**config.mk**
```make
export PLATFORM = sky130hd
export DESIGN_NAME = irq_level_ctl
export DESIGN_NICKNAME = d
export VERILOG_FILES = /design/src/rtl/irq_ctl_pkg.sv /design/src/rtl/irq_level_slice.sv /design/src/rtl/irq_bus_fsm.sv /design/src/rtl/irq_level_ctl.sv
export SDC_FILE = /design/constraint.sdc
export NUM_CORES = 1
export LEC_CHECK = 0
export ABC_AREA = 1
export BUFFER_PORTS_ARGS = -buffer_cell sky130_fd_sc_hd__buf_2
export CAP_MARGIN = 20
export CORE_MARGIN = 4
export CORE_UTILIZATION = 33
export DETAILED_ROUTE_END_ITERATION = 8
export SKIP_CTS_REPAIR_TIMING = 1
export SLEW_MARGIN = 20
export SYNTH_ARGS = -nofsm -noshare
export SYNTH_HDL_FRONTEND = slang
export SYNTH_SLANG_ARGS = --single-unit
```
**constraint.sdc**
```tcl
create_clock -name clk -period 1.9 [get_ports clk]
set_input_delay 0.19 -clock clk [delete_from_list [all_inputs] [get_ports clk]]
set_output_delay 0.19 -clock clk [all_outputs]
set_load 0.01 [all_outputs]
```
**src/rtl/irq_ctl_pkg.sv**
```systemverilog
package irq_ctl_pkg;

    // Bus-access state of the register port.
    typedef enum logic [1:0] {
        ST_IDLE  = 2'd0,
        ST_READ  = 2'd1,
        ST_WRITE = 2'd2
    } acc_state_t;

    // Register offsets inside one level's 16-byte window.
    localparam logic [3:0] OFF_STATUS = 4'h0;
    localparam logic [3:0] OFF_ENABLE = 4'h4;

    // Upper address nibble that selects the interrupt register page.
    localparam logic [3:0] PAGE_IRQ = 4'h1;

endpackage

```
**src/rtl/irq_level_slice.sv**
```systemverilog
module irq_level_slice #(
    parameter int DEV_W = 4
) (
    input  logic             clk,
    input  logic             rst_n,
    input  logic             en_wr,      // decoded enable-register write for this level
    input  logic             set_mode,   // write data bit 7: 1 = set, 0 = clear
    input  logic [DEV_W-1:0] wr_mask,    // write data bits DEV_W-1..0
    input  logic [DEV_W-1:0] req,        // raw device requests of this level
    output logic [DEV_W-1:0] en_q,
    output logic             irq
);

    logic [DEV_W-1:0] en_d;

    always_comb begin
        en_d = en_q;
        if (en_wr) begin
            if (set_mode) en_d = en_q | wr_mask;
            else          en_d = en_q & ~wr_mask;
        end
    end

    always_ff @(posedge clk) begin
        if (!rst_n) en_q <= '0;
        else        en_q <= en_d;
    end

    // Combinational request so a write is seen on the edge that takes it.
    assign irq = |(req & en_q);

    // set write ORs the mask in
    a_r4_set_merge: assert property (@(posedge clk) disable iff (!rst_n)
        (en_wr && set_mode) |=> (en_q == ($past(en_q) | $past(wr_mask))));

    // clear write removes the mask
    a_r5_clear_merge: assert property (@(posedge clk) disable iff (!rst_n)
        (en_wr && !set_mode) |=> (en_q == ($past(en_q) & ~$past(wr_mask))));

    // without a write the mask holds
    a_r9_hold_no_write: assert property (@(posedge clk) disable iff (!rst_n)
        !en_wr |=> $stable(en_q));

    // no request without a device line
    a_r6_irq_needs_req: assert property (@(posedge clk) disable iff (!rst_n)
        irq |-> (req != '0));

endmodule

```
**src/rtl/irq_bus_fsm.sv**
```systemverilog
module irq_bus_fsm
    import irq_ctl_pkg::*;
#(
    parameter int ADDR_W    = 12,
    parameter int DATA_W    = 8,
    parameter int NUM_LVL   = 4,
    parameter int FIRST_LVL = 3,
    parameter int DEV_W     = 4
) (
    input  logic                     clk,
    input  logic                     rst_n,
    input  logic [ADDR_W-1:0]        bus_addr,
    input  logic                     bus_wr,
    input  logic                     bus_rd,
    input  logic [NUM_LVL*DEV_W-1:0] status_flat,
    input  logic [NUM_LVL*DEV_W-1:0] enable_flat,
    output logic [NUM_LVL-1:0]       en_wr,
    output logic [DATA_W-1:0]        bus_rdata
);

    localparam int PAGE_W = ADDR_W - 8;

    acc_state_t        state_q, state_d;
    logic [DATA_W-1:0] rd_val, hold_q;
    logic              mapped;
    logic              page_hit;
    logic [3:0]        lvl_field;
    logic [3:0]        reg_off;

    assign page_hit  = (bus_addr[ADDR_W-1:8] == PAGE_W'(PAGE_IRQ));
    assign lvl_field = bus_addr[7:4];
    assign reg_off   = bus_addr[3:0];

    // Register decode and read mux
    always_comb begin
        rd_val = '0;
        mapped = 1'b0;
        en_wr  = '0;
        for (int k = 0; k < NUM_LVL; k++) begin
            if (page_hit && lvl_field == 4'(FIRST_LVL + k)) begin
                if (reg_off == OFF_STATUS) begin
                    rd_val[DEV_W-1:0] = status_flat[k*DEV_W +: DEV_W];
                    mapped = 1'b1;
                end else if (reg_off == OFF_ENABLE) begin
                    rd_val[DEV_W-1:0] = enable_flat[k*DEV_W +: DEV_W];
                    mapped = 1'b1;
                    en_wr[k] = bus_wr;
                end
            end
        end
    end

    // Next-state logic
    always_comb begin
        unique case (state_q)
            ST_IDLE, ST_READ, ST_WRITE: begin
                if (bus_wr)      state_d = ST_WRITE;
                else if (bus_rd) state_d = ST_READ;
                else             state_d = ST_IDLE;
            end
            default: state_d = ST_IDLE;
        endcase
    end

    // State register and read capture
    always_ff @(posedge clk) begin
        if (!rst_n) begin
            state_q <= ST_IDLE;
            hold_q  <= '0;
        end else begin
            state_q <= state_d;
            if (bus_rd && !bus_wr) hold_q <= rd_val;
        end
    end

    // Outputs per state
    always_comb begin
        unique case (state_q)
            ST_READ:  bus_rdata = hold_q;
            ST_IDLE:  bus_rdata = '0;
            ST_WRITE: bus_rdata = '0;
            default:  bus_rdata = '0;
        endcase
    end

    // a lone read strobe moves to the read state
    a_r10_read_state: assert property (@(posedge clk) disable iff (!rst_n)
        (bus_rd && !bus_wr) |=> (state_q == ST_READ));

    // collision drops the read
    a_r11_write_wins: assert property (@(posedge clk) disable iff (!rst_n)
        (bus_wr && bus_rd) |=> (bus_rdata == '0));

    // unmapped reads give zero
    a_r9_unmapped_zero: assert property (@(posedge clk) disable iff (!rst_n)
        (bus_rd && !bus_wr && !mapped) |=> (bus_rdata == '0));

    // at most one level's enable is written per cycle
    a_r1_one_level: assert property (@(posedge clk) disable iff (!rst_n)
        $onehot0(en_wr));

endmodule

```
**src/rtl/irq_level_ctl.sv**
```systemverilog
module irq_level_ctl
    import irq_ctl_pkg::*;
#(
    parameter int ADDR_W    = 12,
    parameter int DATA_W    = 8,
    parameter int NUM_LVL   = 4,
    parameter int FIRST_LVL = 3,
    parameter int DEV_W     = 4
) (
    input  logic                     clk,
    input  logic                     rst_n,
    input  logic [ADDR_W-1:0]        bus_addr,
    input  logic                     bus_wr,
    input  logic                     bus_rd,
    input  logic [DATA_W-1:0]        bus_wdata,
    output logic [DATA_W-1:0]        bus_rdata,
    input  logic [NUM_LVL*DEV_W-1:0] dev_req,
    output logic [NUM_LVL-1:0]       irq_lvl
);

    localparam int REQ_W = NUM_LVL * DEV_W;

    logic [REQ_W-1:0]   enable_flat;
    logic [NUM_LVL-1:0] en_wr;
    logic               unused_wdata;

    assign unused_wdata = ^bus_wdata[DATA_W-2:DEV_W];

    irq_bus_fsm #(
        .ADDR_W(ADDR_W), .DATA_W(DATA_W), .NUM_LVL(NUM_LVL),
        .FIRST_LVL(FIRST_LVL), .DEV_W(DEV_W)
    ) u_bus (
        .clk        (clk),
        .rst_n      (rst_n),
        .bus_addr   (bus_addr),
        .bus_wr     (bus_wr),
        .bus_rd     (bus_rd),
        .status_flat(dev_req),
        .enable_flat(enable_flat),
        .en_wr      (en_wr),
        .bus_rdata  (bus_rdata)
    );

    for (genvar k = 0; k < NUM_LVL; k++) begin : g_lvl
        irq_level_slice #(.DEV_W(DEV_W)) u_slice (
            .clk     (clk),
            .rst_n   (rst_n),
            .en_wr   (en_wr[k]),
            .set_mode(bus_wdata[DATA_W-1]),
            .wr_mask (bus_wdata[DEV_W-1:0]),
            .req     (dev_req[k*DEV_W +: DEV_W]),
            .en_q    (enable_flat[k*DEV_W +: DEV_W]),
            .irq     (irq_lvl[k])
        );
    end

    // right after reset release nothing is requesting
    a_r7_quiet_after_reset: assert property (@(posedge clk)
        (rst_n && !$past(rst_n)) |-> (irq_lvl == '0 && bus_rdata == '0));

endmodule

```
* After elaboration in Yosys (flattened, before gate mapping)
Cells that the tools add are included.
** Operators by class
- Equality and inequality tests :: 8
- Multiplexer cells :: 25
- Bitwise gates (word level) :: 15
- Reductions and logical operators :: 15
** Operator list (count)
- two-way mux 4 bit :: 17
- bitwise AND 4 bit :: 8
- equality test 4 x 3 -> 1 bit, second input constant :: 4
- bitwise OR 4 bit :: 4
- OR reduction 4 bit :: 4
- two-way mux 1 bit :: 7
- OR reduction 3 bit :: 2
- logical AND 1 bit :: 5
- equality test 4 x 1 -> 1 bit, second input constant :: 1
- equality test 4 x 2 -> 1 bit, second input constant :: 1
- logical NOT 4 bit :: 1
- inverter 4 bit :: 1
- equality test 2 x 1 -> 1 bit, second input constant :: 1
- equality test 2 bit, second input constant :: 1
- logical NOT 2 bit :: 1
- two-way mux 2 bit :: 1
- inverter 1 bit :: 2
- AND reduction 2 bit :: 1
- logical NOT 1 bit :: 1
** Word-level totals
- Register bits after elaboration :: 22
- Output and inout port bits :: 12
- Word-level logic and storage cells :: 70

* Logic depth before layout (Yosys ltp)
- Depth in word-level cells :: 13
- Mapped depth :: 9
- Depth with buffers taken out :: 8

* By module
A second synthesis with hierarchy kept.
** Unflattened totals
- Cells, all modules :: 275
- Area, all modules :: 1545.2 um^2
** Modules (own cells, without submodules)
- irq_bus_fsm :: instances 1, cells each 143, area an instance 779.5 um^2, seq. area each 120.1 um^2
- irq_level_slice :: instances 4, cells each 33, area an instance 191.4 um^2, seq. area each 80.1 um^2

* Worst setup path before layout
No wires, ideal clock.
- Kind :: input port to flip-flop
- From :: in bus_addr[11]
- To :: reg (tool-made name)
- Data arrival time :: 1.002 ns
- Required time :: 1.781 ns
- Slack :: 0.779 ns
- Stages on the path :: 6
- Cells stage by stage :: nor2_1 -> nand2_2 -> nor3_2 -> nand2_1 -> o21ai_0 -> a21oi_1
** RTL lines
- start: declaration :: RTL line irq_level_ctl.sv:12 : input logic [ADDR_W-1:0] bus_addr,

==> flow_metrics.env <==
export IMPL_status="completed"
export IMPL_final_nets=322
export IMPL_dpl_hpwl_microns=3250
export IMPL_pwr_density_cell_mw_per_mm2=526
export IMPL_synth_area_top_cells="dfxtp_1 (29%), nand2_1 (19%), nand3_1 (11%)"
export IMPL_hold_viol_final=0
export IMPL_yosys_area_top_type="dfxtp_1"
export IMPL_worstSetupPathType="flip-flop to primary output"
export IMPL_worst_path_max_delay_cell="dfxtp_1"
export IMPL_fin_crit_sh_pct=66.8
export IMPL_viasPerCell=4.71
export IMPL_numCtsBuffers=3
export IMPL_fmax_mhz=788
export IMPL_insertion_delay_ns=0.26
export IMPL_cp_max_fo=2
export IMPL_fp_dieW_microns=75.6
export IMPL_synth_ff_type="dfxtp_1"
export IMPL_synth_distinct_cells=22
export IMPL_dieArea_sq_mm=0.00571
export IMPL_cts_htree_levels=1
export IMPL_critPathArrivalTime_ns=1.08
export IMPL_clock_sinks=22
export IMPL_p_seq_share_pct=49.6
export IMPL_p_sw_share_pct=26.0
export IMPL_start_util_pct=34.4
export IMPL_grt_pass1_wl_microns=7020
export IMPL_first_iter_violations=61
export IMPL_grt_total_usage_pct=15.7
export IMPL_wl_per_cell_microns=12.4
export IMPL_power_frac_clock_pct=36.2
export IMPL_numPortBuffers=44
export IMPL_async_reset_ff_share_pct=0
export IMPL_start_kind="flip-flop"
export IMPL_yosysMostFrequentCell="nand2_1"
export IMPL_yosys_warnings=0
export IMPL_drc=0
export IMPL_die_y_microns=75.6
export IMPL_hold_class="input pin to flip-flop"
export IMPL_timing_hold_ws_ns=0.203
export IMPL_setup_tns_ns=0
export IMPL_switching_power_uw=244
export IMPL_setup_violations=0
export IMPL_clock_path_buffers=2
export IMPL_synth_common_cells="nand2_1 (75), nand3_1 (33), inv_1 (26)"
export IMPL_rsz0062_at_grt="false"
export IMPL_combPwrFrac_pct=14.2
export IMPL_drtPass1Iterations=4
export IMPL_timing_max_cap_violations=0
export IMPL_clk_pin_slew_ns=0.08
export IMPL_ir_drop_mv=0.253
export IMPL_io_pins=52
export IMPL_num_vias=1570
export IMPL_cp_cell_sequence="inv_1 > o22ai_1 > a21oi_1 > o21ai_0 > buf_2"
export IMPL_cts_tree="yes"
export IMPL_internal_power_uw=694
export IMPL_layout_min_cycle_time_ns=1.27
export IMPL_postRouteAntennaNets=0
export IMPL_clock_root_buffer="clkbuf_8"
export IMPL_diodes=0
export IMPL_grt_max_degree=19
export IMPL_skew_ns=0.00313
export IMPL_row_count=24
export IMPL_grt_overflow=0
export IMPL_slew_violations=0
export IMPL_syn_cell_area_sq_mm=0.00151
export IMPL_yosysTopAreaCellShare_pct=29.2
export IMPL_postSynthCellCount=241
export IMPL_area_growth_synth_to_final_pct=18.5
export IMPL_ys_ff_latch=22
export IMPL_cpPeakStageDelay_ns=0.33
export IMPL_crit_path_end_kind="primary output"
export IMPL_p_leak_uw=0.000775
export IMPL_core_area_sq_mm=0.00438
export IMPL_layout_drive_gt1_share_pct=22.1
export IMPL_crit_required_ns=1.71
export IMPL_ff2ff_setup_slack_ns=0.96
export IMPL_synth_edf_count=0
export IMPL_yosysSeqAreaShare_pct=29.2
export IMPL_syn_avg_cell_area_sq_um=6.25
export IMPL_antenna_found_initial=0
export IMPL_grt_pass1_vias=1486
export IMPL_place_congestion=0.864
export IMPL_routed_wl_microns=4120
-- worst max-delay path: cells and delay by family (launching register included) --
kind            cells  cell delay [ns]
compound gates      3             0.28
buf+inv             2             0.20
flops               1             0.33
-- through the flow --
stage | total power [uW] | cell area (sq um) | cells | util (%) | setup slack [ns]
after floorplan | 545 | 1520 | 244 | - | 0.779
after global placement | 609 | 1730 | 329 | 39.5 | 0.501
after detailed placement | 610 | 1730 | 329 | 39.5 | 0.498
after CTS | 951 | 1790 | 333 | 40.7 | 0.621
after global routing | 988 | 1790 | 333 | 40.7 | 0.512
final | 939 | 1790 | 333 | 40.7 | 0.632
-- cell families after synthesis --
| family | after synthesis | synth area share [%] |
|---|---|---|
| AND/OR/NAND/NOR | 139 | 43.2 |
| buffers and inverters | 40 | 12.8 |
| flip-flops | 22 | 29.2 |
| other | 1 | 0.249 |
| AO/OA/AOI/OAI | 39 | 14.5 |
-- area by class of cell --
cell class,count,area [sq um]
fillers,487,2600
multi-input cells,182,885
flip-flops and latches,22,440
repair buffers,47,243
inverters,26,97.6
well taps,52,65.1
clock buffers,4,55.1
-- layer usage --
layer	vias to the layer above	global-route usage (%)	share of wire, %
li1	858	-	-
met1	671	22.7	49
met2	39	25.3	45
met3	2	2.64	6.0
met4	0	1.75	0.29
met5	-	0	0
-- cells in the final DEF (no fill, tap or decap), drive strengths merged --
| master | Yosys | final |
|---|---|---|
| o22ai | 4 | 4 |
| nand3 | 34 | 34 |
| a211oi | 1 | 1 |
| nor3 | 4 | 4 |
| nand2 | 77 | 77 |
| nor2 | 21 | 21 |
| a21oi | 19 | 19 |
| dfxtp | 22 | 22 |
| buf | 12 | 47 |
| o2111ai | 3 | 3 |
| nand4 | 3 | 3 |
| clkbuf | 2 | 4 |
| conb | 1 | 4 |
| inv | 26 | 26 |
| o21ai | 12 | 12 |
-- power groups by stage --
| stage | combinational [uW] | clock [uW] | sequential (uW) |
|---|---|---|---|
| floorplan | 69.1 | 0 | 476 |
| global placement | 132 | 0 | 476 |
| detailed placement | 134 | 0 | 476 |
| CTS | 134 | 352 | 465 |
| global route | 150 | 372 | 466 |
| finish | 134 | 340 | 465 |
-- path summary, 6_finish.rpt --
| check | from | to | cells after the start |
|---|---|---|---|
| setup / recovery | flip-flop | irq_lvl[0] | 5 |
| hold / removal | bus_wr | u_bus.state_q[1] | 3 |
| setup reg to reg | flip-flop | u_bus.hold_q[0] | 6 |
| hold reg to reg | u_bus.hold_q[0] | u_bus.hold_q[0] | 2 |
Power figures use the tool's default switching activity.
